## config.mk

```make
export PLATFORM = sky130hd
export DESIGN_NAME = bxc_ctrl
export DESIGN_NICKNAME = d
export VERILOG_FILES = /design/src/rtl/bxc_pkg.sv /design/src/rtl/bxc_filter.sv /design/src/rtl/bxc_mode_seq.sv /design/src/rtl/bxc_wake_flag.sv /design/src/rtl/bxc_ctrl.sv
export SDC_FILE = /design/constraint.sdc
export NUM_CORES = 1
export LEC_CHECK = 0
export CORE_MARGIN = 3
export CORE_UTILIZATION = 27
export CTS_BUF_LIST = sky130_fd_sc_hd__clkbuf_2
export CTS_CLUSTER_DIAMETER = 120
export DETAILED_ROUTE_END_ITERATION = 10
export PLACE_DENSITY = 0.55
export SLEW_MARGIN = 20
export SYNTH_ARGS = -nofsm -noshare
export SYNTH_HDL_FRONTEND = slang
export SYNTH_SLANG_ARGS = --single-unit
```

## constraint.sdc

```tcl
create_clock -name clk_i -period 3.1 [get_ports clk_i]
set_clock_uncertainty 0.05 [all_clocks]
set_input_delay 0.62 -clock clk_i [delete_from_list [all_inputs] [get_ports clk_i]]
set_output_delay 0.62 -clock clk_i [all_outputs]
set_load 0.05 [all_outputs]
```

## src/rtl/bxc_pkg.sv

```systemverilog
package bxc_pkg;
   typedef enum logic [1:0] {
      MODE_OFF     = 2'd0,
      MODE_STANDBY = 2'd1,
      MODE_ACTIVE  = 2'd2,
      MODE_SLEEP   = 2'd3
   } mode_e;
endpackage

```

## src/rtl/bxc_filter.sv

```systemverilog
// Tick-counted qualifier: hit_o rises once act_i has stayed high for LIMIT
// ticks while run_i is high. NEED_EDGE requires act_i to be seen low first.
module bxc_filter #(
   parameter int unsigned LIMIT     = 10,
   parameter bit          NEED_EDGE = 1'b0
) (
   input  logic clk_i,
   input  logic rst_ni,
   input  logic run_i,
   input  logic tick_i,
   input  logic act_i,
   output logic hit_o
);
   localparam int unsigned CW = $clog2(LIMIT + 1);

   initial begin
      if (LIMIT == 0) $fatal(1, "bxc_filter: LIMIT must be at least 1");
   end

   logic          armed;
   logic [CW-1:0] cnt_q;

   generate
      if (NEED_EDGE) begin : g_edge
         logic armed_q;
         always_ff @(posedge clk_i or negedge rst_ni) begin
            if (!rst_ni)     armed_q <= 1'b0;
            else if (!run_i) armed_q <= 1'b0;
            else if (!act_i) armed_q <= 1'b1;
         end
         assign armed = armed_q;
      end else begin : g_level
         assign armed = 1'b1;
      end
   endgenerate

   always_ff @(posedge clk_i or negedge rst_ni) begin
      if (!rst_ni) begin
         cnt_q <= '0;
         hit_o <= 1'b0;
      end else if (!run_i || !act_i || !armed) begin
         cnt_q <= '0;
         hit_o <= 1'b0;
      end else if (tick_i && !hit_o) begin
         if (cnt_q == CW'(LIMIT - 1)) hit_o <= 1'b1;
         else                         cnt_q <= cnt_q + 1'b1;
      end
   end
endmodule

```

## src/rtl/bxc_mode_seq.sv

```systemverilog
module bxc_mode_seq
   import bxc_pkg::*;
(
   input  logic  clk_i,
   input  logic  rst_ni,
   input  logic  supply_ok_i,
   input  logic  norm_hit_i,
   input  logic  sleep_hit_i,
   input  logic  wake_hit_i,
   output mode_e mode_o
);
   always_ff @(posedge clk_i or negedge rst_ni) begin
      if (!rst_ni)           mode_o <= MODE_OFF;
      else if (!supply_ok_i) mode_o <= MODE_OFF;
      else begin
         unique case (mode_o)
            MODE_OFF:     mode_o <= MODE_STANDBY;
            MODE_STANDBY: if (norm_hit_i)  mode_o <= MODE_ACTIVE;
            MODE_ACTIVE:  if (sleep_hit_i) mode_o <= MODE_SLEEP;
            MODE_SLEEP:   if (wake_hit_i)  mode_o <= MODE_STANDBY;
            default:      mode_o <= MODE_OFF;
         endcase
      end
   end
endmodule

```

## src/rtl/bxc_wake_flag.sv

```systemverilog
module bxc_wake_flag (
   input  logic clk_i,
   input  logic rst_ni,
   input  logic supply_ok_i,
   input  logic enable_i,
   input  logic set_i,
   input  logic local_i,
   output logic req_o,
   output logic local_o
);
   always_ff @(posedge clk_i or negedge rst_ni) begin
      if (!rst_ni) begin
         req_o   <= 1'b0;
         local_o <= 1'b0;
      end else if (!supply_ok_i || enable_i) begin
         req_o   <= 1'b0;
         local_o <= 1'b0;
      end else if (set_i) begin
         req_o   <= 1'b1;
         local_o <= local_i;
      end
   end
endmodule

```

## src/rtl/bxc_ctrl.sv

```systemverilog
module bxc_ctrl
   import bxc_pkg::*;
#(
   parameter int unsigned NORM_TICKS   = 10,
   parameter int unsigned SLEEP_TICKS  = 10,
   parameter int unsigned BUS_TICKS    = 90,
   parameter int unsigned WAKE_TICKS   = 130,
   parameter bit          REQUIRE_EDGE = 1'b1
) (
   input  logic       clk_i,
   input  logic       rst_ni,
   input  logic       us_tick_i,
   input  logic       supply_ok_i,
   input  logic       enable_i,
   input  logic       bus_dom_i,
   input  logic       wake_sw_n_i,
   output logic [1:0] mode_o,
   output logic       reg_en_o,
   output logic       comm_en_o,
   output logic       term_on_o,
   output logic       rx_force_low_o,
   output logic       tx_strong_pd_o
);
   mode_e mode;
   logic  norm_hit, sleep_hit, bus_hit, loc_hit;
   logic  flag_req, flag_loc;

   bxc_filter #(.LIMIT(NORM_TICKS), .NEED_EDGE(1'b0)) u_norm (
      .clk_i, .rst_ni, .run_i(mode == MODE_STANDBY), .tick_i(us_tick_i),
      .act_i(enable_i), .hit_o(norm_hit));

   bxc_filter #(.LIMIT(SLEEP_TICKS), .NEED_EDGE(1'b0)) u_sleep (
      .clk_i, .rst_ni, .run_i(mode == MODE_ACTIVE), .tick_i(us_tick_i),
      .act_i(!enable_i), .hit_o(sleep_hit));

   bxc_filter #(.LIMIT(BUS_TICKS), .NEED_EDGE(REQUIRE_EDGE)) u_bus (
      .clk_i, .rst_ni, .run_i(mode == MODE_SLEEP), .tick_i(us_tick_i),
      .act_i(bus_dom_i), .hit_o(bus_hit));

   bxc_filter #(.LIMIT(WAKE_TICKS), .NEED_EDGE(REQUIRE_EDGE)) u_loc (
      .clk_i, .rst_ni, .run_i(mode == MODE_SLEEP), .tick_i(us_tick_i),
      .act_i(!wake_sw_n_i), .hit_o(loc_hit));

   bxc_mode_seq u_seq (
      .clk_i, .rst_ni, .supply_ok_i,
      .norm_hit_i(norm_hit), .sleep_hit_i(sleep_hit),
      .wake_hit_i(bus_hit | loc_hit), .mode_o(mode));

   // switch source wins when both qualify together
   bxc_wake_flag u_flag (
      .clk_i, .rst_ni, .supply_ok_i, .enable_i,
      .set_i(bus_hit | loc_hit), .local_i(loc_hit),
      .req_o(flag_req), .local_o(flag_loc));

   always_comb begin
      reg_en_o  = (mode == MODE_STANDBY) || (mode == MODE_ACTIVE);
      term_on_o = reg_en_o;
      comm_en_o = (mode == MODE_ACTIVE);
   end

   assign mode_o         = mode;
   assign rx_force_low_o = flag_req;
   assign tx_strong_pd_o = flag_req & flag_loc;
endmodule

```

# After elaboration in Yosys (flattened, before gate mapping)
# Cells that the tools add are included.
[word_totals]
register_bits = 33
[classes]
add_sub_neg = 4
eq_ne = 16
n_mux = 37
bitwise = 2
n_reduce_logical = 43
[op_table]
columns = ["cell", "n"]
rows = [
  ["two-way mux 4 bit", 6],
  ["two-way mux 8 bit", 3],
  ["two-way mux 7 bit", 3],
  ["two-way mux 1 bit", 20],
  ["nonzero test 2 bit", 9],
  ["AND reduction 2 bit", 8],
  ["zero test 1 bit", 12],
  ["adder 4 x 1 -> 4 bit, second input constant", 2],
  ["adder 8 x 1 -> 8 bit, second input constant", 1],
  ["== test 4 bit, second input constant", 2],
  ["== test 8 bit, second input constant", 1],
  ["logical OR 1 bit", 8],
  ["two-way mux 2 bit", 4],
  ["inequality test 2 x 1 -> 1 bit, second input constant", 4],
  ["one-hot mux 2 bit (4 select lines)", 1],
  ["adder 7 x 1 -> 7 bit, second input constant", 1],
  ["== test 7 bit, second input constant", 1],
  ["inequality test 3 bit, second input constant", 2],
  ["== test 2 bit, second input constant", 2],
  ["logical AND 1 bit", 4],
  ["inequality test 2 bit, second input constant", 2],
  ["inequality test 3 x 2 -> 1 bit, second input constant", 1],
  ["AND reduction 3 bit", 1],
  ["== test 2 x 1 -> 1 bit, second input constant", 1],
  ["other kinds (3)", 3],
]

# Logic depth before layout (Yosys ltp)
[depth]
ltp_word = 6
depth_mapped = 6
mapped_depth_nobuf = 5

# Modules after synthesis
# A second synthesis with hierarchy kept.
[hier_totals]
hier_cells = 191
area_unflattened_um2 = 1876.8
[by_module_without_submodules]
columns = ["module", "n_inst", "cells_each", "area_each_um2"]
rows = [
  ["bxc_filter (u_loc)", 1, 53, 539.3],
  ["bxc_filter (u_norm ...)", 2, 27, 261.5],
  ["bxc_filter (u_bus)", 1, 48, 490.5],
  ["bxc_mode_seq", 1, 18, 170.2],
  ["bxc_wake_flag", 1, 7, 77.6],
  ["bxc_ctrl", 1, 11, 76.3],
]

# Worst setup path before layout
# No wires, ideal clock.
[synth_path]
path_kind = "register to output"
start = "register u_seq.mode_o[0]"
end = "output term_on_o"
t_arrival_ns = 1.729
t_required_ns = 2.430
path_slack_ns = 0.701
path_stages_with_launch = 5
path_cell_list = "dfrtp_1 -> inv_1 -> ha_1 -> inv_1 -> buf_4"
[synth_between]
elab_chain_len = 2
word_cells_on_any_way = 3
[synth_rtl]
columns = ["element", "line", "source"]
rows = [
  ["start: declaration", "bxc_mode_seq.sv:10", "output mode_e mode_o"],
  ["start signal: assignment", "bxc_mode_seq.sv:13", "if (!rst_ni) mode_o <= MODE_OFF;"],
  ["start signal: assignment", "bxc_mode_seq.sv:14", "else if (!supply_ok_i) mode_o <= MODE_OFF;"],
  ["start signal: assignment", "bxc_mode_seq.sv:17", "MODE_OFF: mode_o <= MODE_STANDBY;"],
  ["== test 2 x 1 -> 1 bit or == test 2 bit (tied branches)", "bxc_ctrl.sv:56", "reg_en_o = (mode == MODE_STANDBY) || (mode == MODE_ACTIVE);"],
  ["logical OR 1 bit *", "bxc_ctrl.sv:56", ""],
  ["end: declaration", "bxc_ctrl.sv:20", "output logic term_on_o,"],
]
# Mark *: on every way between the ends. The rest lies on a longest branch, timed or not.

# Final worst setup path
[layout_path]
start = "register u_seq.mode_o[0]"
end = "output reg_en_o"
[layout_between]
elab_chain_len = 2
word_cells_on_any_way = 3
[layout_rtl]
columns = ["element", "line", "source"]
rows = [
  ["== test 2 x 1 -> 1 bit or == test 2 bit (tied branches)", "bxc_ctrl.sv:56", ""],
  ["logical OR 1 bit *", "bxc_ctrl.sv:56", ""],
  ["end: declaration", "bxc_ctrl.sv:18", "output logic reg_en_o,"],
]
# Marks and branches as above.

==> reports/results.ini <==
[floorplan]
die-area_um2=8100
start_util_pct=28.9
io-pin-count=14
fp.dieW_um=90.0
rows=29
core_um2=6600
die_h_um=90.0

[global_routing]
grt_pass1_wl_mm=6.67
grt_max_degree=34
antenna_found_initial=0
grt_pass1_vias=1442
gr-total-overflow=0
grtUsageTotal_pct=9.92

[critical_path]
worst_path_max_delay_cell=clkdlybuf4s50_1
critPathTopFamily=buffers and inverters
critPathLaunchType=flip-flop
crit_path_max_incr_delay_ns=0.82
crit_required_ns=2.43
end_kind=output port
cp.arrival_ns=2.14
cp_max_fo=6
cp_cell_sequence=inv_1 > ha_1 > inv_1 > clkdlybuf4s50_1
critPathMostFrequentCell=inv_1
crit_type=reg2out
critPathBufInv=3

[pwr]
combPwrFrac_pct=35.3
p_leak_nw=0.953
ir_drop_v=0.000648
power_density_nw_per_um2=479
cell_internal_pwr_w=0.000620
switching_share_pct=40.4
switchingPower_w=0.000420
clockPowerShare_pct=19.3
power_frac_seq_pct=45.4

[hold_path]
hp-class=reg2reg

[sta]
tightest_slew_ns=0.620
fin_tns_setup_ns=0
post-route-period-util_pct=90.7
fmax_mhz=356
post-route-min-period_ns=2.81
hold_violations=0
rsz0062_at_grt=false
drv_slew=0
setup_viol=0
max_slew_margin_pct=58.5

[clocking]
cts_sinks=33
clockBufferDepth=2
cts_resized=0
post_cts_buffers=0
path_clk_slew_ns=0.16
cts_made_buffers=5
cts_tree=built
clkLatencyLatePin_ns=0.37
holdBufCountCts=0
root_buffer=clkbuf_2
htree_levels=2

[detailed_routing]
via_per_inst=4.71
ant_nets=0
first_iter_violations=65
drt_wl_total_mm=3.64
drc=0
wl_per_cell_um=11.9
num_vias=1438
drtPass1Iterations=4

[synthesis]
synth.avg_cell_area_um2=9.82
synth_flop_cell=dfrtp_1
yosysSeqAreaShare_pct=43.3
synth_area_leader_cell=dfrtp_1
synthTopCellsByArea=dfrtp_1 (43%), ha_1 (8.5%), a21oi_1 (6.3%)
synthArstFlopShare_pct=100
synth_nets=214
ys_ff_latch=33
synth_edf_count=0
synth_area_um2=1910
ys_warn_count=0
synthDistinctLibCells=41
yosysTopAreaCellShare_pct=43.3
syn_inst=194

[cells_and_area]
drive_gt1_share_pct=7.55
fin_nets=231
final_common_cell=dfrtp_1
finalInstanceArea_um2=2170
diodes=0
utilization_pct=32.9
area_delta_synth_final_pct=13.9
fill_cells=704
final_cell_mix=dfrtp_1 (33), a21oi_1 (24), inv_1 (16)

[place]
place.gp.congestion=0.679
placed_area_um2=2130
hpwl_mm=2.56
io_buffers=13

[job]
drv_cap=0

[status]
status=completed

==> cells in the mapped netlist, types with 2 or more instances <==
master,instances
dfrtp_1,33
a21oi_1,24
inv_1,16
ha_1,13
o21ai_0,12
or3_1,12
nand2_1,8
nand2b_1,7
nor2_1,7
nand3_1,6
o31ai_1,6
or4_1,5
a211o_1,3
and3b_1,3
nand3b_1,3
nor3_1,3
a31oi_1,2
and2_1,2
and4bb_2,2
clkbuf_2,2
mux2i_1,2
nand4_1,2
nand4b_4,2
nor2b_1,2
==> power groups by stage <==
stage / Combinational (W) / Sequential, W / Clock [W]
after CTS: 0.000370 / 0.000472 / 0.000214
after floorplan: 0.000227 / 0.000513 / 0
after global routing: 0.000397 / 0.000479 / 0.000234
after detailed placement: 0.000367 / 0.000480 / 0
final: 0.000368 / 0.000472 / 0.000201
after global placement: 0.000365 / 0.000480 / 0
==> metrics by stage <==
| step | std cells | worst slack, ns | hold WS (ns) | power (W) |
|---|---|---|---|---|
| after floorplan | 194 | 0.701 | 0.274 | 0.000740 |
| final | 305 | 0.287 | 0.475 | 0.00104 |
| after CTS | 305 | 0.263 | 0.474 | 0.00106 |
| after global placement | 297 | 0.600 | 0.427 | 0.000845 |
| after detailed placement | 297 | 0.573 | 0.437 | 0.000847 |
| after global routing | 305 | 0.128 | 0.504 | 0.00111 |
==> final cells by class <==
class	instances	area (um2)	area share, %
clock buffers	5	25.0	1.15
inverters	16	60.1	2.77
well taps	93	116	5.36
clock inverters	3	12.5	0.576
flip-flops and latches	33	826	38.0
multi-input cells	140	986	45.4
repair buffers	15	145	6.69
==> layer usage <==
metal | routed length [um] | vias to the layer above | global-route usage, %
met5 | 0 | - | 0
met4 | 57 | 0 | 3.44
met3 | 118 | 7 | 2.75
met2 | 1570 | 18 | 15.2
met1 | 1890 | 682 | 13.4
li1 | - | 731 | -
==> worst paths after layout <==
kind	startpoint	end	slack, ns	cells after the start
worst max-delay path	u_seq.mode_o[0]	reg_en_o	0.29	4
worst min-delay path	u_loc.armed	u_loc.armed	0.48	1
worst max register to register	u_seq.mode_o[1]	u_bus.cnt_q[1]	1.31	4
worst min register to register	u_loc.armed	u_loc.armed	0.48	1
max in group asynchronous	rst_ni	u_norm.cnt_q[3]	2.09	2
min in group asynchronous	rst_ni	u_loc.cnt_q[4]	0.58	2
==> kinds of logic (layout without fill, tap and decap cells) <==
group | count (synthesis) | after routing | share of synthesized area, %
simple gates | 71 | 71 | 25.2
compound gates | 53 | 53 | 16.4
flops | 33 | 33 | 43.3
buf+inv | 21 | 39 | 4.92
fa+ha+maj | 13 | 13 | 8.54
mux | 3 | 3 | 1.64
==> state kept, by name, summed over array words and instances (netlist names) <==
register / flops
u_seq.mode_o: 2
u_loc.hit_o: 1
u_bus.hit_o: 1
u_flag.req_o: 1
u_flag.local_o: 1
u_loc.armed: 1
u_bus.armed: 1
u_loc.cnt_q: 8
u_sleep.hit_o: 1
u_norm.cnt_q: 4
u_sleep.cnt_q: 4
u_norm.hit_o: 1
u_bus.cnt_q: 7
No activity file was read; power rests on OpenSTA's default activity.
